File: src/rtl/bfly_pkg.sv
package bfly_pkg;

  // Address bit consumed by column `stage` (most significant first).
  function automatic int stage_bit(input int stage, input int stages);
    return stages - 1 - stage;
  endfunction

  // Lower lane of switch `sw` in a column pairing lanes that differ in `bitpos`:
  // insert a zero at position bitpos into the switch number.
  function automatic int lane_lo(input int sw, input int bitpos);
    return ((sw >> bitpos) << (bitpos + 1)) | (sw & ((1 << bitpos) - 1));
  endfunction

  function automatic int lane_hi(input int sw, input int bitpos);
    return lane_lo(sw, bitpos) | (1 << bitpos);
  endfunction

endpackage

File: src/rtl/bfly_rr_arb.sv
module bfly_rr_arb (
  input  logic       clk,
  input  logic       rst_n,
  input  logic [1:0] req,
  input  logic       take,
  output logic [1:0] gnt
);

  logic fav;  // input favoured on a tie

  always_comb begin
    if (req == 2'b11) gnt = fav ? 2'b10 : 2'b01;
    else              gnt = req;
  end

  always_ff @(posedge clk) begin
    if (!rst_n)    fav <= 1'b0;
    else if (take) fav <= gnt[0];
  end

  assert_gnt_onehot_R5: assert property (@(posedge clk) disable iff (!rst_n)
    $onehot0(gnt) && ((gnt & ~req) == 2'b00));

  assert_alternate_R6: assert property (@(posedge clk) disable iff (!rst_n)
    (req == 2'b11 && take) |=> (req != 2'b11 || gnt != $past(gnt)));

endmodule

File: src/rtl/bfly_switch.sv
module bfly_switch #(
  parameter int DATA_W = 8,
  parameter int DEST_W = 3,
  parameter int SEL    = 0,
  localparam int PKT_W = DEST_W + DATA_W
) (
  input  logic                  clk,
  input  logic                  rst_n,
  input  logic [1:0]            in_valid,
  input  logic [1:0][PKT_W-1:0] in_pkt,
  output logic [1:0]            in_ready,
  output logic [1:0]            out_valid,
  output logic [1:0][PKT_W-1:0] out_pkt,
  input  logic [1:0]            out_ready
);

  logic [1:0]            want_port;
  logic [1:0][1:0]       req;
  logic [1:0][1:0]       gnt;
  logic [1:0]            room;
  logic [1:0]            take;
  logic [1:0]            occ;
  logic [1:0][PKT_W-1:0] hold;

  always_comb begin
    for (int i = 0; i < 2; i++) want_port[i] = in_pkt[i][DATA_W + SEL];
  end

  always_comb begin
    for (int i = 0; i < 2; i++) in_ready[i] = gnt[want_port[i]][i] && room[want_port[i]];
  end

  for (genvar o = 0; o < 2; o++) begin : g_out
    always_comb begin
      for (int i = 0; i < 2; i++) req[o][i] = in_valid[i] && (want_port[i] == 1'(o));
    end

    bfly_rr_arb u_arb (
      .clk  (clk),
      .rst_n(rst_n),
      .req  (req[o]),
      .take (take[o]),
      .gnt  (gnt[o])
    );

    assign room[o] = !occ[o] || out_ready[o];
    assign take[o] = (|gnt[o]) && room[o];

    always_ff @(posedge clk) begin
      if (!rst_n) begin
        occ[o]  <= 1'b0;
        hold[o] <= '0;
      end else if (take[o]) begin
        occ[o]  <= 1'b1;
        hold[o] <= gnt[o][1] ? in_pkt[1] : in_pkt[0];
      end else if (out_ready[o]) begin
        occ[o]  <= 1'b0;
      end
    end

    assign out_valid[o] = occ[o];
    assign out_pkt[o]   = hold[o];

    assert_route_port_R4: assert property (@(posedge clk) disable iff (!rst_n)
      out_valid[o] |-> (out_pkt[o][DATA_W + SEL] == 1'(o)));

    assert_hold_R7: assert property (@(posedge clk) disable iff (!rst_n)
      (out_valid[o] && !out_ready[o]) |=> (out_valid[o] && $stable(out_pkt[o])));
  end

  assert_single_accept_R5: assert property (@(posedge clk) disable iff (!rst_n)
    (in_valid == 2'b11 && want_port[0] == want_port[1]) |-> (in_ready != 2'b11));

endmodule

File: src/rtl/bfly_net.sv
module bfly_net #(
  parameter int  STAGES = 3,
  parameter int  DATA_W = 8,
  localparam int N      = 1 << STAGES
) (
  input  logic                clk,
  input  logic                rst_n,
  input  logic [N-1:0]        inj_valid,
  input  logic [N*STAGES-1:0] inj_dest,
  input  logic [N*DATA_W-1:0] inj_payload,
  output logic [N-1:0]        inj_ready,
  output logic [N-1:0]        ej_valid,
  output logic [N*DATA_W-1:0] ej_payload,
  input  logic [N-1:0]        ej_ready
);

  localparam int PKT_W = STAGES + DATA_W;
  localparam int NSW   = N / 2;

  logic [N-1:0]            lv [STAGES+1];
  logic [N-1:0][PKT_W-1:0] lp [STAGES+1];
  logic [N-1:0]            lr [STAGES+1];

  for (genvar t = 0; t < N; t++) begin : g_term
    assign lv[0][t]   = inj_valid[t];
    assign lp[0][t]   = {inj_dest[t*STAGES +: STAGES], inj_payload[t*DATA_W +: DATA_W]};
    assign inj_ready[t] = lr[0][t];

    assign ej_valid[t]                  = lv[STAGES][t];
    assign ej_payload[t*DATA_W +: DATA_W] = lp[STAGES][t][DATA_W-1:0];
    assign lr[STAGES][t]                = ej_ready[t];

    assert_deliver_R2: assert property (@(posedge clk) disable iff (!rst_n)
      ej_valid[t] |-> (lp[STAGES][t][PKT_W-1:DATA_W] == STAGES'(t)));
  end

  for (genvar s = 0; s < STAGES; s++) begin : g_col
    localparam int B = bfly_pkg::stage_bit(s, STAGES);
    for (genvar w = 0; w < NSW; w++) begin : g_sw
      localparam int LO = bfly_pkg::lane_lo(w, B);
      localparam int HI = bfly_pkg::lane_hi(w, B);

      logic [1:0]            sw_iv, sw_ir, sw_ov, sw_or;
      logic [1:0][PKT_W-1:0] sw_ip, sw_op;

      assign sw_iv    = {lv[s][HI], lv[s][LO]};
      assign sw_ip[0] = lp[s][LO];
      assign sw_ip[1] = lp[s][HI];
      assign lr[s][LO] = sw_ir[0];
      assign lr[s][HI] = sw_ir[1];

      assign lv[s+1][LO] = sw_ov[0];
      assign lv[s+1][HI] = sw_ov[1];
      assign lp[s+1][LO] = sw_op[0];
      assign lp[s+1][HI] = sw_op[1];
      assign sw_or       = {lr[s+1][HI], lr[s+1][LO]};

      bfly_switch #(
        .DATA_W(DATA_W),
        .DEST_W(STAGES),
        .SEL   (B)
      ) u_sw (
        .clk      (clk),
        .rst_n    (rst_n),
        .in_valid (sw_iv),
        .in_pkt   (sw_ip),
        .in_ready (sw_ir),
        .out_valid(sw_ov),
        .out_pkt  (sw_op),
        .out_ready(sw_or)
      );
    end
  end

endmodule

File: config.mk
export PLATFORM = sky130hd
export DESIGN_NAME = bfly_net
export DESIGN_NICKNAME = d
export VERILOG_FILES = /design/src/rtl/bfly_pkg.sv /design/src/rtl/bfly_rr_arb.sv /design/src/rtl/bfly_switch.sv /design/src/rtl/bfly_net.sv
export SDC_FILE = /design/constraint.sdc
export NUM_CORES = 1
export LEC_CHECK = 0
export BUFFER_PORTS_ARGS = -buffer_cell sky130_fd_sc_hd__buf_4
export CAP_MARGIN = 40
export CORE_ASPECT_RATIO = 0.9
export CORE_UTILIZATION = 42
export DETAILED_ROUTE_END_ITERATION = 8
export PLACE_DENSITY = 0.61
export SLEW_MARGIN = 20
export SYNTH_ARGS = -nofsm -noshare
export SYNTH_HDL_FRONTEND = slang
export SYNTH_SLANG_ARGS = --single-unit
File: constraint.sdc
create_clock -name clk -period 2.55 [get_ports clk]
set_input_delay 0.1275 -clock clk [delete_from_list [all_inputs] [get_ports clk]]
set_output_delay 0.1275 -clock clk [all_outputs]
set_load 0.02 [all_outputs]
# ---- Word-level counts from Yosys, hierarchy flattened
# Index checks and enable logic that the tools add are counted.
# W data, S select, Z words.
dict set report classes {
  magnitude_cmp 24
  n_eq_ne 24
  n_mux 216
  bitwise_logic 24
  reduce_logical 192
}
# cell count
set ops {}
lappend ops {{$mux W2} 72}
lappend ops {{$mux W1} 120}
lappend ops {{$logic_and A1 B1 Y1} 96}
lappend ops {{$mux W10} 8}
lappend ops {{$mux W9} 8}
lappend ops {{$mux W8} 8}
lappend ops {{$eq A2 B2 Y1 const B} 24}
lappend ops {{$lt A1 B2 Y1 const B} 24}
lappend ops {{$reduce_bool A2 Y1} 24}
lappend ops {{$reduce_or A2 Y1} 24}
lappend ops {{$logic_not A1 Y1} 24}
lappend ops {{$logic_or A1 B1 Y1} 24}
lappend ops {{$not A1 Y1} 24}
dict set report word_totals {
  reg_bits 264
  in_bits 106
  output_inout_bits 80
  elab_cells 552
}

# ---- Depth between registers and ports, before layout
# Gate-level depths: netlist (run 1).
dict set report logic_depth {
  ltp_word 15
  mapped_depth 9
  ltp_nobuf 6
}

# ---- Modules after synthesis
# Synthesis (run 1) repeated with hierarchy kept, for this count alone.
dict set report hier_totals {
  hier_cells 1608
  area_unflattened_um2 16185.5
}
# module instances cells_each area_each_um2 seq_area_each_um2
set modules_own_cells {}
lappend modules_own_cells {bfly_switch 12 122 1228.7 480.5}
lappend modules_own_cells {bfly_rr_arb 24 6 60.1 20.0}

# ---- Least setup slack after synthesis (run 1)
# No wires, ideal clock.
dict set report synth_path {
  path_type {register to output}
  startpoint {register g_col[2].g_sw[1].u_sw.occ[0]}
  endpoint {output port inj_ready[1]}
  arrival_ps 1990
  required_ps 2423
  setup_slack_ps 433
  path_stages_with_launch 7
  path_buffers 0
  cell_sequence {dfxtp_1 nor2b_1 or3_1 and3_4 a31oi_1 nor2_1 a211oi_1}
}
dict set report synth_via {
  elab_chain_cells 13
}
# element line
set synth_rtl {}
lappend synth_rtl {{start, declared} bfly_switch.sv:22} ;# logic [1:0] occ;
lappend synth_rtl {{start signal, assigned by index} bfly_switch.sv:51} ;# occ[o] <= 1'b0;
lappend synth_rtl {{start signal, assigned by index} bfly_switch.sv:54} ;# occ[o] <= 1'b1;
lappend synth_rtl {{start signal, assigned by index} bfly_switch.sv:57} ;# occ[o] <= 1'b0;
lappend synth_rtl {{$logic_not A1 Y1} bfly_switch.sv:46} ;# assign room[o] = !occ[o] || out_ready[o];
lappend synth_rtl {{$logic_or A1 B1 Y1} bfly_switch.sv:46}
lappend synth_rtl {{$mux W1 (not written as such) (2 in a row)} bfly_switch.sv:30} ;# for (int i = 0; i < 2; i++) in_ready[i] = gnt[want_port[i]][i] && room[want_port[i]];
lappend synth_rtl {{$logic_and A1 B1 Y1} bfly_switch.sv:30}
lappend synth_rtl {{$logic_or A1 B1 Y1} bfly_switch.sv:46}
lappend synth_rtl {{$mux W1 (not written as such) (2 in a row)} bfly_switch.sv:30}
lappend synth_rtl {{$logic_and A1 B1 Y1} bfly_switch.sv:30}
lappend synth_rtl {{$logic_or A1 B1 Y1} bfly_switch.sv:46}
lappend synth_rtl {{$mux W1 (not written as such) (2 in a row)} bfly_switch.sv:30}
lappend synth_rtl {{$logic_and A1 B1 Y1} bfly_switch.sv:30}
lappend synth_rtl {{end, declared} bfly_net.sv:11} ;# output logic [N-1:0] inj_ready,
# Every way passes these cells. The select of a mux whose other input is x is not followed.

# ---- Final worst setup path (run 1)
dict set report layout_path {
  startpoint {register g_col[1].g_sw[0].u_sw.hold (netlist bit g_col[1].g_sw[0].u_sw.out_pkt[8])}
  endpoint {output port inj_ready[2]}
}
dict set report layout_via {
  elab_chain_cells 15
  elab_cells_between_ends 20
  cone_classes {eq/ne (2); mux (10); bitwise (1); reduce/logical (7)}
}
# element line
set layout_rtl {}
lappend layout_rtl {{start, declared} bfly_switch.sv:23} ;# logic [1:0][PKT_W-1:0] hold;
lappend layout_rtl {{start signal, assigned by index} bfly_switch.sv:55} ;# hold[o] <= gnt[o][1] ? in_pkt[1] : in_pkt[0];
lappend layout_rtl {{$not A1 Y1} bfly_switch.sv:35} ;# for (int i = 0; i < 2; i++) req[o][i] = in_valid[i] && (want_port[i] == 1'(o));
lappend layout_rtl {{$logic_and A1 B1 Y1} bfly_switch.sv:35}
lappend layout_rtl {{$eq A2 B2 Y1} bfly_rr_arb.sv:12} ;# if (req == 2'b11) gnt = fav ? 2'b10 : 2'b01;
lappend layout_rtl {{$mux W2} bfly_rr_arb.sv:12}
lappend layout_rtl {{$mux W1 (not written as such) (2 in a row)} bfly_switch.sv:30}
lappend layout_rtl {{$logic_and A1 B1 Y1 *} bfly_switch.sv:30}
lappend layout_rtl {{$logic_or A1 B1 Y1 *} bfly_switch.sv:46}
lappend layout_rtl {{$mux W1 (not written as such) * (2 in a row)} bfly_switch.sv:30}
lappend layout_rtl {{$logic_and A1 B1 Y1 *} bfly_switch.sv:30}
lappend layout_rtl {{$logic_or A1 B1 Y1 *} bfly_switch.sv:46}
lappend layout_rtl {{$mux W1 (not written as such) * (2 in a row)} bfly_switch.sv:30}
lappend layout_rtl {{$logic_and A1 B1 Y1 *} bfly_switch.sv:30}
# Every way passes the cells marked *; elsewhere a longest branch is shown, timed or not. The select of a mux whose other input is x is not followed.

==> metrics.cfg, run 1 <==
[timing]
relSlewSlack=0.5212
worst_clock_skew_ns=0.009065
tightest_slew_ns=0.7182
hold_ws_ns=-0.008510
finalMaxSlewViolations=0
max_freq_ghz=0.4057
setup_viol=0
fin_crit_sh=0.9667
fin_ws_ns=0.08489
period_needed_ns=2.465
hold_viol_final=1

[power_and_ir_drop]
p_int_w=0.007857
p_per_area_mw_per_mm2=677.2
leakagePower_nw=6.436
seqPwrFrac=0.443
p_sw_w=0.003200
power_frac_comb=0.190
ir_drop_v=0.0005125
swShare=0.2894
total_power_w=0.01106
p_clk_frac=0.367

[floorplanning]
dieArea_sq_mm=0.03099
ioPinCount=186
core.rowCount=60
start_util=0.4268
die_w_um=185.5
core_sq_mm=0.02980
die_h_um=167.1

[final_layout]
flow.area_growth_from_synthesis_pct=28.36
multiInputGateArea_sq_mm=0.006987
layout_common_cells=dfxtp_1 (254), buf_4 (230), mux2i_1 (203)
final_util=0.5479
layout.area.seq_sq_mm=0.005298
finalNetCount=1733
mostFrequentLayoutCell=dfxtp_1
drive_gt1_frac=0.2045
n_fill_cell=2736
n_antenna_cell=0
post-route-cell-area_sq_mm=0.01633
stdcell_count=2046

[cts]
cts_buffers=29
clock_sink_count=264
cts_tree=built
htree_levels=1
clock_latency_ns=0.54
clock_path_buffers=3
clk_pin_slew_ns=0.06
root_buffer=clkbuf_16

[yosys]
ys_warn_count=0
synth_edf_count=0
netlist_area_sq_mm=0.01272
ys_ff_latch=264
yosys.area_share.simple=0.1264
synth_fp_nets=1500
synth_top_family_by_area=compound AO/OA/AOI/OAI gates
synth_flop_cell=dfxtp_1
synthCells=1394
synth_fa_ha_area_frac=0
synth_compound_area_frac=0.2539
synth_xor_area_frac=0
synth.distinct_cells=57
synth.yosys.seq_area_share=0.4155
async_flop_share=0
synth.avg_cell_area_sq_um=9.126
muxShareOfSynthArea=0.1605

[worst_setup_path]
worst_ep_required_time_ns=2.42
timing.rr.start=g_col[1].g_sw[3].u_sw.out_pkt[19]
critPathCapture=inj_ready[2]
reg2reg_slack_ns=0.16
rr_worst_depth=6
worst_setup_path_start_kind=flip-flop
path_class=flip-flop to output port
startpoint=g_col[1].g_sw[0].u_sw.out_pkt[8]
path_max_fanout=14
cp-end-kind=output port
cp.arrival_ns=2.34
rr_endpoint=g_col[0].g_sw[0].u_sw.out_valid[1]

[detailed_routing]
firstDrtPassIters=5
dr.first_iter.drc_count=849
finalWirelength_um=37810
via_per_inst=5.599
wl_per_cell_um=18.48
ant_nets=0
drc=0
num_vias=11460

[global_route]
grt_overflow=0
antenna_found_initial=0
grt_max_degree=83
grt_pass1_wl_um=57530
first_global_vias=10210
grt_use_total=0.2350

[place]
dp_cells=1920
routabilityCongestion=0.8871
hpwl_um=27810
portBuffers=185
pre_cts_ws_ns=0.3476
dpl-instance-area_sq_mm=0.01451

[hold_path]
hp-class=primary input to flip-flop

[flow_run]
drv_cap=0

[run_status]
violations=negative hold slack
outcome=finished, violations left

[power groups by stage]
stage / registers, W / logic, W / clock network [W]
3_3_place_gp: 0.00496 / 0.00194 / 0
3_5_place_dp: 0.00497 / 0.00196 / 0
5_1_grt: 0.00495 / 0.00229 / 0.00430
6_report: 0.00490 / 0.00210 / 0.00406
2_1_floorplan: 0.00493 / 0.00125 / 0
4_1_cts: 0.00489 / 0.00208 / 0.00413
[critical path, stage by stage, from the launching register on]
cell and delay [ns]:
dfxtp_2 0.35, and4_1 0.21, a31o_2 0.25, o211ai_1 0.24, o211a_4 0.31, nor2_1 0.09
a211oi_2 0.17, buf_4 0.17
[final cells by class]
| type | instances | share of cell area |
|---|---|---|
| multi-input combinational | 1005 | 0.4279 |
| sequential | 264 | 0.3244 |
| timing repair buffer | 309 | 0.1566 |
| clock buffer | 41 | 0.05211 |
| tap | 403 | 0.03088 |
| inverter | 18 | 0.004444 |
| clock inverter | 6 | 0.003602 |
[cell families (layout without fill, tap and decap cells)]
kind of cell	Yosys count	after routing
flip-flops	264	264
AND/OR/NAND/NOR	351	351
multiplexers	204	204
AO/OA/AOI/OAI	450	450
buffers and inverters	125	374
[through the flow]
step / setup TNS (ns) / hold slack, ns
floorplan: 0 / 0.2632
global placement: 0 / 0.4687
detailed placement: 0 / 0.4597
CTS: -0.01758 / 0.0002151
global route: -0.0008797 / 0.01478
finish: 0 / -0.008510
[state kept, by name, summed over array words and instances (netlist names)]
register	count
g_col.g_sw.u_sw.g_out.u_arb.fav	24
g_col.g_sw.u_sw.out_pkt	216
g_col.g_sw.u_sw.out_valid	24
[timing repair]
action                                 CTS  global route
hold buffers                            75             0
endpoints found under the hold margin   50             0
gates resized for setup                 12            24
setup endpoints to repair                5            12
buffers inserted                         0             4
pin swaps                                4             6
[worst min-delay path by stage]
stage	startpoint	endpoint	slack [ns]	cells past startpoint
final	ej_ready[7]	g_col[2].g_sw[3].u_sw.out_valid[1]	-0.009	3
after global routing	inj_payload[16]	g_col[0].g_sw[2].u_sw.out_pkt[11]	0.01	3
after CTS	inj_valid[3]	g_col[0].g_sw[3].u_sw.g_out[1].u_arb.fav	0.0002	4
after detailed placement	inj_dest[10]	g_col[0].g_sw[3].u_sw.out_pkt[9]	0.46	3
after global placement	inj_valid[6]	g_col[0].g_sw[2].u_sw.out_valid[1]	0.47	3
after floorplan	rst_n	g_col[2].g_sw[3].u_sw.g_out[0].u_arb.fav	0.26	2
[synth_stat cells (5+ instances only)]
master    count  area, sq um
a211oi_2     10        125.1
nand2b_1     22        137.6
buf_1         5        18.77
nor3_1        5        25.02
a211oi_1    133        998.5
a21oi_1      98        490.5
buf_2        18        90.09
o21bai_1      7        52.55
nor2_2        5        31.28
a311oi_1     80        700.7
nand2_1      68        255.2
nor2b_1      17        106.4
nand3_1      10        50.05
o21a_1        8        60.06
nor2_1      180        675.7
dfxtp_1     264         5285
buf_4        11        82.58
clkbuf_1     64        240.2
mux2i_1     204         2042
o21ai_0      43        215.2
and3_1        7        43.79
nor3b_1       8        60.06
inv_1        17        63.81
o21ai_1       5        25.02
a31oi_1      18        112.6
or3_1        11        68.82
o211a_1       6        60.06
clkbuf_2      7        35.03
o211ai_1      8        60.06
[metal layers]
layer,part of all wire,global-route usage,vias to the layer above,wire length (um)
met1,0.49,0.3577,5363,18510
met4,0.017,0.04887,0,659
met3,0.060,0.02806,39,2270
met2,0.43,0.3519,357,16370
li1,-,-,5696,-
met5,0,0,-,0
No activity file was read; power rests on OpenSTA's default activity.
==> run 2, diff against run 1 <==
--- a/config.mk
+++ b/config.mk
@@ -10,8 +10,10 @@
 export CORE_ASPECT_RATIO = 0.9
 export CORE_UTILIZATION = 42
 export DETAILED_ROUTE_END_ITERATION = 8
-export PLACE_DENSITY = 0.61
+export GPL_TIMING_DRIVEN = 0
+export PLACE_DENSITY = 0.6
 export SLEW_MARGIN = 20
 export SYNTH_ARGS = -nofsm -noshare
 export SYNTH_HDL_FRONTEND = slang
+export SYNTH_HIERARCHICAL = 1
 export SYNTH_SLANG_ARGS = --single-unit
==> metrics.cfg, run 2 <==
[run_status]
outcome=finished, violations left
violations=negative setup slack

[floorplanning]
die_h_um=175.4  ; +4.9%
core.rowCount=63  ; +5.0%
dieArea_sq_mm=0.03412  ; +10%
die_w_um=194.6  ; +4.9%
core_sq_mm=0.03287  ; +10%
start_util=0.4266  ; about the same
ioPinCount=186  ; unchanged

[detailed_routing]
finalWirelength_um=40900  ; +8.2%
ant_nets=0  ; unchanged
firstDrtPassIters=5  ; unchanged
dr.first_iter.drc_count=609  ; -28%
drc=0  ; unchanged
num_vias=12130  ; +5.9%
via_per_inst=5.493  ; -1.9%
wl_per_cell_um=18.53  ; +0.25%

[power_and_ir_drop]
leakagePower_nw=9.581  ; +49%
power_frac_comb=0.271  ; +0.081
p_sw_w=0.003711  ; +16%
swShare=0.2969  ; +0.007491
ir_drop_v=0.0005344  ; +4.3%
seqPwrFrac=0.405  ; -0.038
p_int_w=0.008787  ; +12%
total_power_w=0.01250  ; +13%
p_clk_frac=0.324  ; -0.043
p_per_area_mw_per_mm2=661.4  ; -2.3%

[place]
pre_cts_ws_ns=-0.6531  ; -1.001 ns
hpwl_um=30470  ; +9.5%
dp_cells=2024  ; +5.4%
portBuffers=185  ; unchanged
routabilityCongestion=0.8872  ; about the same
dpl-instance-area_sq_mm=0.01603  ; +11%

[yosys]
synth.avg_cell_area_sq_um=9.904  ; +8.5%
netlist_area_sq_mm=0.01402  ; +10%
ys_warn_count=6  ; +6
synthCells=1416  ; +1.6%
synth_fp_nets=1522  ; +1.5%

[timing]
max_freq_ghz=0.3818  ; -5.9%
relSlewSlack=0.6730  ; +0.1518
fin_ws_ns=-0.06945  ; -0.1543 ns
hold_viol_final=0  ; -1
tightest_slew_ns=0.4905  ; -0.2277 ns
fin_crit_sh=1.027  ; +0.06052
worst_clock_skew_ns=0.008493  ; -0.0005723 ns
period_needed_ns=2.619  ; +0.1543 ns
grt_setup_unrepaired=true
setup_viol=8  ; +8
finalMaxSlewViolations=0  ; unchanged

[global_route]
first_global_vias=11800  ; +16%
antenna_found_initial=0  ; unchanged
grt_max_degree=75  ; -9.6%
grt_use_total=0.2322  ; -0.002783
grt_pass1_wl_um=64120  ; +11%
grt_overflow=0  ; unchanged

[worst_setup_path]
cp-end-kind=output port
path_max_fanout=3  ; -11
cp.arrival_ns=2.49  ; +0.15 ns
crit_top_cell=o21ai_2
slowest_delay_ns=0.36  ; about the same
critical_path.cell_chain=nor2b_4, a21boi_2, buf_6, nand2_2, o21ai_2, nand2b_4, nand2_2, o21ai_2, nand2b_4, buf_8, nand2_4, o21ai_2, buf_6
path_class=flip-flop to output port
worst_ep_required_time_ns=2.42  ; about the same
worst_setup_path_start_kind=flip-flop
cpMaxStageDelayCell=dfxtp_4

[final_layout]
n_fill_cell=2848  ; +4.1%
largest_reg_flops=216  ; unchanged
n_antenna_cell=0  ; unchanged
layout_common_cells=buf_4 (263), dfxtp_1 (248), nand3_1 (225)
drive_gt1_frac=0.3124  ; +0.1079
stdcell_count=2208  ; +7.9%
finalNetCount=1874  ; +8.1%
post-route-cell-area_sq_mm=0.01890  ; +16%
mostFrequentLayoutCell=buf_4
flow.area_growth_from_synthesis_pct=34.76

[cts]
root_buffer=clkbuf_16
clock_latency_ns=0.54  ; about the same
clk_pin_slew_ns=0.06  ; about the same
htree_levels=1  ; unchanged
cts_tree=built
clock_sink_count=264  ; unchanged
cts_buffers=30  ; +3.4%
clock_path_buffers=3  ; unchanged

[flow_run]
drv_cap=0  ; unchanged

[hold_path]
hp-class=primary input to flip-flop

[run 2: layer usage]
metal	GRT usage	up-vias	routed length, um
met5	0	-	0
met4	0.04001	0	481
met3	0.03360	41	2292
met2	0.3536	297	17530
met1	0.3481	5862	20600
li1	-	5928	-
[run 2: worst paths after layout]
| path | endpoint | from | slack [ns] | cells past startpoint |
|---|---|---|---|---|
| hold reg to reg | g_col[2].g_sw[0].u_sw/out_pkt[12] | g_col[2].g_sw[0].u_sw/out_pkt[12] | 0.50 | 1 |
| setup reg to reg | g_col[0].g_sw[3].u_sw/g_out[0].u_arb/fav | g_col[1].g_sw[1].u_sw/out_valid[0] | 0.10 | 15 |
| setup / recovery | inj_ready[3] | g_col[1].g_sw[1].u_sw/out_valid[0] | -0.07 | 13 |
| hold / removal | g_col[0].g_sw[1].u_sw/out_pkt[2] | inj_payload[42] | 0.03 | 4 |
[run 2: area by class of cell]
class                   count  area [sq um]  share of cell area
multi-input cells         984          8228              0.4354
flip-flops and latches    264          5340              0.2826
repair buffers            349          2873              0.1520
clock buffers              47         915.9             0.04846
plain buffers             115         908.4             0.04807
well taps                 422         528.0             0.02794
inverters                  24         90.09            0.004767
clock inverters             3         15.01           0.0007945
[run 2: metrics by stage]
step / hold slack, ns / utilization / setup TNS, ns
6_report: 0.03129 / 0.5749 / -0.4576
5_1_grt: 0.02085 / 0.5749 / -1.168
4_1_cts: 0.0007090 / 0.5642 / -1.542
3_5_place_dp: 0.4884 / 0.4877 / -34.60
3_3_place_gp: 0.4845 / 0.4868 / -34.26
2_1_floorplan: 0.2609 / - / 0
[run 2: power groups by stage]
stage                     sequential, W  combinational (W)  clock (W)
after floorplan                 0.00513            0.00183          0
after global placement          0.00511            0.00284          0
after detailed placement        0.00512            0.00287          0
after CTS                       0.00507            0.00324    0.00417
after global routing            0.00513            0.00363    0.00435
final                           0.00507            0.00338    0.00405
[run 2: repair_timing]
item	CTS	global route
pin swaps	16	28
buffers inserted	50	37
setup endpoints to repair	102	15
hold buffers	76	0
endpoints found under the hold margin	50	0
gates resized for setup	173	60
[run 2: worst max-delay path, delay by kind of cell (launching register included)]
kind	cells	cell delay [ns]
AND/OR/NAND/NOR	6	0.66
AO/OA/AOI/OAI	4	0.57
flip-flops	1	0.36
buffers and inverters	3	0.36
